### src/rtl/lrx_pkg.sv
package lrx_pkg;
  localparam int SLOT_W   = 20;    // bits per data slot
  localparam int TAG_W    = 16;    // bits in the tag slot
  localparam int NSLOT    = 4;     // data slots captured
  localparam int DATA_W   = 16;    // control register width
  localparam int IDX_W    = 7;     // register index width
  localparam int PCM_W    = 17;    // converter resolution
  localparam int NUM_REGS = 64;    // even-indexed registers
  localparam int PWR_IDX  = 'h26;  // powerdown register index
  localparam int PWR_W    = 6;     // powerdown control bits
endpackage

### src/rtl/lrx_deframer.sv
module lrx_deframer #(
  parameter int SLOT_W = 20,
  parameter int TAG_W  = 16,
  parameter int NSLOT  = 4
) (
  input  logic                             clk,
  input  logic                             rst_n,
  input  logic                             smp_en,
  input  logic                             sync_i,
  input  logic                             sdo_i,
  output logic [NSLOT:0]                   tagv_o,
  output logic [NSLOT-1:0][SLOT_W-1:0]     slots_o,
  output logic                             done_o
);
  localparam int TOTAL = TAG_W + NSLOT * SLOT_W;
  localparam int CNT_W = $clog2(TOTAL);

  logic                         sync_q, sync_d;
  logic                         act_q, act_d;
  logic [CNT_W-1:0]             cnt_q, cnt_d;
  logic [SLOT_W-2:0]            sh_q, sh_d;
  logic [SLOT_W-1:0]            sh_nx;
  logic [NSLOT:0]               tagv_q, tagv_d;
  logic [NSLOT-1:0][SLOT_W-1:0] slots_q, slots_d;
  logic                         done_q, done_d;

  assign sh_nx = {sh_q, sdo_i};

  // next-state
  always_comb begin
    sync_d  = sync_q;
    act_d   = act_q;
    cnt_d   = cnt_q;
    sh_d    = sh_q;
    tagv_d  = tagv_q;
    slots_d = slots_q;
    done_d  = 1'b0;
    if (smp_en) begin
      sync_d = sync_i;
      if (sync_i && !sync_q) begin
        act_d = 1'b1;
        cnt_d = '0;
      end else if (act_q) begin
        sh_d  = sh_nx[SLOT_W-2:0];
        cnt_d = cnt_q + 1'b1;
        if (cnt_q == CNT_W'(TAG_W - 1))
          tagv_d = sh_nx[TAG_W-1 -: NSLOT+1];
        for (int s = 0; s < NSLOT; s++) begin
          if (cnt_q == CNT_W'(TAG_W + SLOT_W * (s + 1) - 1))
            slots_d[s] = sh_nx;
        end
        if (cnt_q == CNT_W'(TOTAL - 1)) begin
          act_d  = 1'b0;
          done_d = 1'b1;
        end
      end
    end
  end

  // registers
  always_ff @(posedge clk or negedge rst_n) begin
    if (!rst_n) begin
      sync_q  <= 1'b0;
      act_q   <= 1'b0;
      cnt_q   <= '0;
      sh_q    <= '0;
      tagv_q  <= '0;
      slots_q <= '0;
      done_q  <= 1'b0;
    end else begin
      sync_q  <= sync_d;
      act_q   <= act_d;
      cnt_q   <= cnt_d;
      sh_q    <= sh_d;
      tagv_q  <= tagv_d;
      slots_q <= slots_d;
      done_q  <= done_d;
    end
  end

  assign tagv_o  = tagv_q;
  assign slots_o = slots_q;
  assign done_o  = done_q;
endmodule

### src/rtl/lrx_round.sv
module lrx_round #(
  parameter int IN_W  = 20,
  parameter int OUT_W = 17
) (
  input  logic [IN_W-1:0]  smp_i,
  output logic [OUT_W-1:0] smp_o
);
  localparam int DROP = IN_W - OUT_W;

  generate
    if (DROP == 0) begin : g_pass
      assign smp_o = smp_i;
    end else begin : g_rnd
      logic [IN_W:0]  sum;
      logic [OUT_W:0] res;
      logic           ovf;
      logic           unused_lsb;
      assign sum = {smp_i[IN_W-1], smp_i} + ((IN_W+1)'(1) << (DROP - 1));
      assign res = sum[IN_W:DROP];
      assign ovf = res[OUT_W] != res[OUT_W-1];
      assign unused_lsb = ^sum[DROP-1:0];
      // only positive values can overflow after adding half an LSB
      assign smp_o = ovf ? {1'b0, {(OUT_W-1){1'b1}}} : res[OUT_W-1:0];
    end
  endgenerate
endmodule

### src/rtl/lrx_regbank.sv
module lrx_regbank #(
  parameter int NUM_REGS = 64,
  parameter int IDX_W    = 7,
  parameter int DATA_W   = 16,
  parameter int PWR_IDX  = 'h26,
  parameter int PWR_W    = 6
) (
  input  logic              clk,
  input  logic              rst_n,
  input  logic              wr_en,
  input  logic [IDX_W-1:0]  wr_idx,
  input  logic [DATA_W-1:0] wr_data,
  input  logic [IDX_W-1:0]  rd_idx,
  output logic [DATA_W-1:0] rd_data,
  output logic [PWR_W-1:0]  pwr_o
);
  localparam int SEL_W = $clog2(NUM_REGS);

  logic [DATA_W-1:0] regs_q [NUM_REGS];
  logic              wr_hit, rd_hit;

  generate
    if (SEL_W + 1 < IDX_W) begin : g_hi
      assign wr_hit = wr_en && !wr_idx[0] && (wr_idx[IDX_W-1:SEL_W+1] == '0)
                      && (int'(wr_idx[SEL_W:1]) < NUM_REGS);
      assign rd_hit = !rd_idx[0] && (rd_idx[IDX_W-1:SEL_W+1] == '0)
                      && (int'(rd_idx[SEL_W:1]) < NUM_REGS);
    end else begin : g_full
      assign wr_hit = wr_en && !wr_idx[0] && (int'(wr_idx[SEL_W:1]) < NUM_REGS);
      assign rd_hit = !rd_idx[0] && (int'(rd_idx[SEL_W:1]) < NUM_REGS);
    end
  endgenerate

  always_ff @(posedge clk or negedge rst_n) begin
    if (!rst_n) begin
      for (int i = 0; i < NUM_REGS; i++) regs_q[i] <= '0;
    end else if (wr_hit) begin
      regs_q[wr_idx[SEL_W:1]] <= wr_data;
    end
  end

  assign rd_data = rd_hit ? regs_q[rd_idx[SEL_W:1]] : '0;
  assign pwr_o   = regs_q[PWR_IDX / 2][PWR_W-1:0];
endmodule

### src/rtl/lrx_top.sv
module lrx_top
  import lrx_pkg::*;
#(
  parameter int P_SLOT_W   = SLOT_W,
  parameter int P_TAG_W    = TAG_W,
  parameter int P_DATA_W   = DATA_W,
  parameter int P_IDX_W    = IDX_W,
  parameter int P_PCM_W    = PCM_W,
  parameter int P_NUM_REGS = NUM_REGS,
  parameter int P_PWR_W    = PWR_W
) (
  input  logic                clk,
  input  logic                rst_n,
  input  logic                smp_en,
  input  logic                sync_i,
  input  logic                sdo_i,
  output logic [P_PCM_W-1:0]  pcm_l_o,
  output logic                pcm_l_vld_o,
  output logic [P_PCM_W-1:0]  pcm_r_o,
  output logic                pcm_r_vld_o,
  output logic                rd_req_o,
  output logic [P_IDX_W-1:0]  rd_idx_o,
  output logic [P_DATA_W-1:0] rd_data_o,
  output logic [P_PWR_W-1:0]  pwr_ctl_o
);
  localparam int NS      = NSLOT;
  localparam int NCH     = 2;
  localparam int CMD_BIT = P_SLOT_W - 1;
  localparam int IDX_LO  = CMD_BIT - P_IDX_W;

  logic [NS:0]                   tagv;
  logic [NS-1:0][P_SLOT_W-1:0]   slots;
  logic                          done;

  lrx_deframer #(.SLOT_W(P_SLOT_W), .TAG_W(P_TAG_W), .NSLOT(NS)) u_defr (
    .clk(clk), .rst_n(rst_n), .smp_en(smp_en), .sync_i(sync_i), .sdo_i(sdo_i),
    .tagv_o(tagv), .slots_o(slots), .done_o(done)
  );

  // decode of tag and command slot
  logic                frm_ok, cmd_ok, dat_ok, is_rd, wr_en;
  logic [P_IDX_W-1:0]  cmd_idx;
  logic [P_DATA_W-1:0] wr_data, bank_rd;
  logic                unused_bits;

  assign frm_ok  = done && tagv[NS];
  assign cmd_ok  = frm_ok && tagv[NS-1];
  assign dat_ok  = tagv[NS-2];
  assign is_rd   = slots[0][CMD_BIT];
  assign cmd_idx = slots[0][CMD_BIT-1:IDX_LO];
  assign wr_data = slots[1][P_SLOT_W-1 -: P_DATA_W];
  assign wr_en   = cmd_ok && !is_rd && dat_ok && !cmd_idx[0];
  assign unused_bits = ^{slots[0][IDX_LO-1:0], slots[1][P_SLOT_W-P_DATA_W-1:0]};

  lrx_regbank #(
    .NUM_REGS(P_NUM_REGS), .IDX_W(P_IDX_W), .DATA_W(P_DATA_W),
    .PWR_IDX(PWR_IDX), .PWR_W(P_PWR_W)
  ) u_bank (
    .clk(clk), .rst_n(rst_n), .wr_en(wr_en), .wr_idx(cmd_idx),
    .wr_data(wr_data), .rd_idx(cmd_idx), .rd_data(bank_rd), .pwr_o(pwr_ctl_o)
  );

  // read request toward the transmitter
  logic                rd_req_q, rd_req_d;
  logic [P_IDX_W-1:0]  rd_idx_q;
  logic [P_DATA_W-1:0] rd_data_q;

  assign rd_req_d = cmd_ok && is_rd;

  always_ff @(posedge clk or negedge rst_n) begin
    if (!rst_n) begin
      rd_req_q  <= 1'b0;
      rd_idx_q  <= '0;
      rd_data_q <= '0;
    end else begin
      rd_req_q <= rd_req_d;
      if (rd_req_d) begin
        rd_idx_q  <= cmd_idx;
        rd_data_q <= bank_rd;
      end
    end
  end

  assign rd_req_o  = rd_req_q;
  assign rd_idx_o  = rd_idx_q;
  assign rd_data_o = rd_data_q;

  // playback channels: slot 3 -> left, slot 4 -> right
  logic [NCH-1:0][P_PCM_W-1:0] pcm_q;
  logic [NCH-1:0]              pvld_q;

  generate
    for (genvar ch = 0; ch < NCH; ch++) begin : g_ch
      logic [P_PCM_W-1:0] rnd;
      logic               load;

      lrx_round #(.IN_W(P_SLOT_W), .OUT_W(P_PCM_W)) u_rnd (
        .smp_i(slots[2+ch]), .smp_o(rnd)
      );

      assign load = frm_ok && tagv[NS-3-ch];

      always_ff @(posedge clk or negedge rst_n) begin
        if (!rst_n) begin
          pcm_q[ch]  <= '0;
          pvld_q[ch] <= 1'b0;
        end else begin
          pvld_q[ch] <= load;
          if (load) pcm_q[ch] <= rnd;
        end
      end
    end
  endgenerate

  assign pcm_l_o     = pcm_q[0];
  assign pcm_r_o     = pcm_q[1];
  assign pcm_l_vld_o = pvld_q[0];
  assign pcm_r_vld_o = pvld_q[1];
endmodule

### config.mk
export PLATFORM = sky130hd
export DESIGN_NAME = lrx_top
export DESIGN_NICKNAME = d
export VERILOG_FILES = /design/src/rtl/lrx_pkg.sv /design/src/rtl/lrx_deframer.sv /design/src/rtl/lrx_round.sv /design/src/rtl/lrx_regbank.sv /design/src/rtl/lrx_top.sv
export SDC_FILE = /design/constraint.sdc
export NUM_CORES = 2
export LEC_CHECK = 0
export CORE_ASPECT_RATIO = 1.25
export CORE_MARGIN = 4
export CORE_UTILIZATION = 63
export CTS_BUF_LIST = sky130_fd_sc_hd__clkbuf_16
export CTS_CLUSTER_SIZE = 28
export DETAILED_ROUTE_END_ITERATION = 12
export PLACE_DENSITY = 0.8
export SKIP_CTS_REPAIR_TIMING = 1
export SLEW_MARGIN = 20
export SYNTH_ARGS = -nofsm -noshare
export SYNTH_HDL_FRONTEND = slang
export SYNTH_SLANG_ARGS = --single-unit
### constraint.sdc
create_clock -name clk -period 3.1 [get_ports clk]
set_input_delay 0.775 -clock clk [delete_from_list [all_inputs] [get_ports clk]]
set_output_delay 0.775 -clock clk [all_outputs]
set_load 0.05 [all_outputs]
# After elaboration in Yosys (flattened, before gate mapping)
# Index checks and enable logic that the tools add are counted.
# op_classes
muxes,18
bitwise_logic,2
n_reduce_logical,22
n_addsub,3
eq_ne,7
order_cmp,2
# ops
op,n
$bwmux 1024,1
$bmux 16 s6,1
$demux 16 s6,1
$mux 16,4
$add 20x4->21 const B,2
$mux 17,2
$reduce_and 4->1,5
$eq 7x6->1 const B,2
$eq 7x7->1 const B,2
$mux 7,2
$logic_and 1x1->1,11
$add 7x1->7 const B,1
$eq 7x4->1 const B,1
$ge 7x7->1 const B,1
$lt 7x1->1 const B,1
$mux 1,7
$not 6->7,1
$logic_not 1->1,3
$reduce_and 3->1,1
$ne 1x1->1,2
$reduce_and 2->1,1
$reduce_bool 2->1,1
$not 1->1,1
# word_totals
out_inout_bits,66
input_bits,5
wordCells,135
reg_bits,1198

# Depth between registers and ports, before layout
# depth
ltp_word,6
ltp_mapped,9
depth_no_buf,9

# Cells and area by module
# A second synthesis with hierarchy kept.
# hier_totals
hier_cells,3508
area_unflattened_um2,54472.2
# modules_own_cells
module,cells_each,n_inst,area_each_um2,seq_area_each_um2
lrx_regbank,2930,1,46682.3,25624.6
lrx_deframer,317,1,4505.6,2852.7
lrx_top,129,1,2243.4,1501.4
lrx_round,66,2,520.5,0.0

# Worst setup path before layout
# Ideal clock, no wire load.
# synth_path
path_type,input to register
start,input sync_i
end,register u_defr.slots_q (netlist bit u_defr.slots_o[53])
path_buffers,3
setup_time_ns,0.127
stages,9
path_slack_ns,0.480
arrival_time_ns,2.492
path_cell_list,nand2b_1 > and3_1 > buf_4 > nand2_2 > or4b_4 > nor3b_2 > buf_4 > buf_8 > mux2_1
# synth_via
elab_chain_len,3
# synth_lines
element,line_no,text
"start, declared",lrx_top.sv:15,"input logic sync_i,"
$logic_and 1x1->1,lrx_deframer.sv:40,if (sync_i && !sync_q) begin
$not 1->1 (no line),n/a,
$reduce_and 4->1 (no line),n/a,
"end signal, assigned",lrx_deframer.sv:76,slots_q <= slots_d;
"end, declared",lrx_deframer.sv:24,"logic [NSLOT-1:0][SLOT_W-1:0] slots_q, slots_d;"
# Every way passes these cells.
# A chain may end at the register's enable or synchronous reset.

# Worst setup path in the final report
# layout_path
start,"register rd_data_q[0], in the netlist rd_data_o[0]"
end,output rd_data_o[0]
# layout_rtl
element,line_no,text
"start, declared",lrx_top.sv:66,logic [P_DATA_W-1:0] rd_data_q;
"start signal, assigned",lrx_top.sv:79,rd_data_q <= bank_rd;
"end, declared",lrx_top.sv:23,"output logic [P_DATA_W-1:0] rd_data_o,"
# No word-level cell between the ends.

==> metrics.md <==
| Metric | Value |
|---|---|
| Pin count of the biggest net entering global routing | `around 110` |
| Top FF cell, synth | `dfrtp_1` |
| EDFF count, synth | `0` |
| Synthesized flop and latch total | `between 1000 and 1500` |
| CTS Buffer Depth | `3` |
| Yosys cell types | `58` |
| Core area | `~83000 um^2` |
| Fin crit share | `between 90% and 100%` |
| Post-route ant nets | `0` |
| Ys Warns | `0` |
| DIE AREA | `88600 um^2` |
| Max Clk Rate | `between 0.3 and 0.4 GHz` |
| WP data arrival | `2.18 ns` |
| Port bufs | `70` |
| Startpoint types | `flip-flop` |
| Post-Place Setup Slack | `between 0.07 and 0.08 ns` |
| Ports | `between 70 and 80` |
| Final hold vios | `0` |
| CP endpoint kind | `output port` |
| Num Clock Sinks | `roughly 1200` |
| Worst-path clk slew | `roughly 0.06 ns` |
| Setup Viol. Count Final | `0` |
| First-pass GRT wire length | `between 200000 and 250000 um` |
| Cells after Synth | `about 4000` |
| DIE WIDTH | `approximately 270 um` |
| Max cap viols | `0` |
| Crit-path cells | `clkdlybuf4s50_1` |
| CTS tree | `built` |
| Worst Clk Skew | `around 0.033 ns` |
| Min setup slack post-route | `approximately 0.14 ns` |
| Synth area leaders | `dfrtp_1 56%, mux2_2 23%, mux2i_1 4.8%` |
| Total power | `approximately 29000 uW` |
| Routability cong. | `0.906` |
| RSZ-0062 raised after global routing | `no` |
| Vias/cell | `around 6.7` |
| Global Route Usage Sum | `31.6%` |
| Sequential fraction of the synthesis area | `between 50% and 60%` |
| Critical path data required time | `roughly 2.3 ns` |
| Metal3 WL | `between 8000 and 9000 um` |
| Worst-Margin Slew | `1.05 ns` |
| PD cells | `between 400 and 500 nW/um^2` |
| Initial Utilization | `63.7%` |
| Vias in the first global route | `36243` |
| WL per Instance | `approximately 27 um` |
| Initial antenna violation count | `1` |
| Wire length on met2 | `between 60000 and 70000 um` |
| Status | `completed` |
| Layout Nets | `about 4100` |
| Worst R2R Path Depth | `3` |
| Worst Hold Class | `input port to asynchronous set/reset pin` |
| Hpwl dp | `approximately 90000 um` |
| Leakage | `between 0.02 and 0.03 uW` |
| Via count | `between 30000 and 40000` |
| Post-synth top cells | `1178 x dfrtp_1, 1076 x mux2_2, 256 x mux2i_1` |
| Grt ovf | `0` |
| Worst path bufs/invs | `1` |
| Synthesis-to-layout area growth | `12.1%` |
| Crit. path cell count | `1` |
| WL final | `140000 um` |
| Cell Area, Synth | `approximately 53000 um^2` |
| H-tree depth | `3` |
| # rows | `roughly 120` |
| Critical Path Slowest Stage Cell | `clkdlybuf4s50_1` |
| Post-layout util | `between 70% and 80%` |
| Total Negative Setup Slacks | `0 ns` |
| DRC | `0` |
| Clk Tree Root Cell | `clkbuf_16` |
| WL met1 | `~56000 um` |
| Cell accounting for the most synthesized area | `dfrtp_1` |
| Clock buffer count from CTS | `between 100 and 150` |
| Count leader, synth | `dfrtp_1` |
| Layout cells sized above 1 | `a little under two fifths` |
| Post-Syn Area per Cell | `between 10 and 15 um^2` |
| Crit path time final | `2.96 ns` |
| Post-Syn Nets | `4019` |
| CP delay by family, top | `buffers and inverters` |
| Largest stage delay on the critical path | `about 0.89 ns` |
| Synth async-reset ratio | `between 90% and 100%` |
| DR pass1 iterations | `6` |
| Worst reg2reg startpoint | `u_defr.slots_o[15]$_DFFE_PN0P_` |
| Crit path max fanout | `3` |
| Latest clock arrival within the worst-skew pair | `just over 0.7 ns` |
| Pins Over Slew Limit | `0` |
| Max VDD drop | `0.397 mV` |
| Top layer in use | `met4` |
| Crit. Startpoint | `rd_data_o[0]$_DFFE_PN0P_` |
| Post-synth top area share | `around 56%` |
| Chip Height | `332 um` |
| Relative slew slack | `29.6%` |
| Critical path type | `flip-flop to output port` |
| Diode count | `0` |
| Drt initial violations | `about 3500` |
-- layout make-up --
| type | instances | area, um^2 |
|---|---|---|
| fillers | 5511 | 23800 |
| clock buffers | 113 | 2830 |
| well taps | 1080 | 1350 |
| inverters | 10 | 37.5 |
| repair buffers | 294 | 3100 |
| clock inverters | 98 | 651 |
| multi-input cells | 2449 | 21800 |
| flip-flops and latches | 1178 | 29500 |
-- per-layer routing --
metal / vias up / global-route usage (%)
li1: 14876 / -
met1: 18495 / 42.9
met2: 1334 / 50.1
met3: 322 / 4.56
met4: 0 / 16.2
met5: - / 0
-- flip-flops by register name (all words and copies together), names as in the netlist --
signal / count
pcm_l_o: 17
pcm_l_vld_o: 1
pcm_r_o: 17
pcm_r_vld_o: 1
rd_data_o: 16
rd_idx_o: 7
rd_req_o: 1
u_bank.pwr_o: 6
u_bank.regs_q: 1018
u_defr.act_q: 1
u_defr.cnt_q: 7
u_defr.done_o: 1
u_defr.sh_q: 19
u_defr.slots_o: 60
u_defr.sync_q: 1
u_defr.tagv_o: 5
-- worst register-to-register path, delay by kind of cell (launching register included) --
kind	cells	cell delay [ns]
flip-flops	1	0.65
multiplexers	1	0.49
AND/OR/NAND/NOR	2	1.57
-- cell families after synthesis --
group | after synthesis | synth area share, %
buffers and inverters | 382 | 3.17
and+or+nand+nor | 344 | 3.50
xor gates and xnor gates | 30 | 0.497
AOI/OAI and AO/OA | 727 | 8.94
DFF | 1178 | 55.8
muxes | 1343 | 28.0
adders and majority gates | 5 | 0.118
-- power breakdown --
| part | leakage (uW) | total, uW | internal (uW) | switching [uW] |
|---|---|---|---|---|
| Sequential | 0.0164 | 15600 | 15500 | 177 |
| Combinational | 0.00941 | 499 | 120 | 378 |
| Clock | 0.00180 | 13100 | 7190 | 5890 |
-- per-stage QoR --
step,hold WS [ns],instance area (um^2),cells
after floorplan,0.439,52900,4009
after global placement,0.446,55700,5011
after detailed placement,0.455,55700,5011
after CTS,0.0254,59200,5222
after global routing,0.0481,59200,5222
final,0.0429,59200,5222
-- final timing paths --
| check | slack, ns | endpoint |
|---|---|---|
| max reg2reg | 0.27 | u_bank.regs_q[477]$_DFFE_PN0P_ |
| max | 0.14 | rd_data_o[0] |
| min | 0.04 | u_bank.regs_q[118]$_DFFE_PN0P_ |
| min reg2reg | 0.47 | u_defr.sh_q[1]$_DFFE_PN0P_ |
| min in group clk | 0.47 | u_defr.sh_q[1]$_DFFE_PN0P_ |
| max in group asynchronous | 2.04 | u_bank.regs_q[174]$_DFFE_PN0P_ |
-- layout by cell type (no fill, tap or decap), drive strengths merged, types with 43 or more instances in the layout --
| cell type | count |
|---|---|
| mux2i | 256 |
| buf | 225 |
| nand3 | 43 |
| o22ai | 159 |
| clkdlybuf4s50 | 69 |
| nand2 | 141 |
| mux2 | 1087 |
| clkbuf | 113 |
| nor2 | 74 |
| clkinv | 67 |
| dfrtp | 1178 |
| o21ai | 100 |
| a221oi | 111 |
| a21oi | 170 |
| a22oi | 160 |
Note: power is estimated with default switching activity, not from simulation.
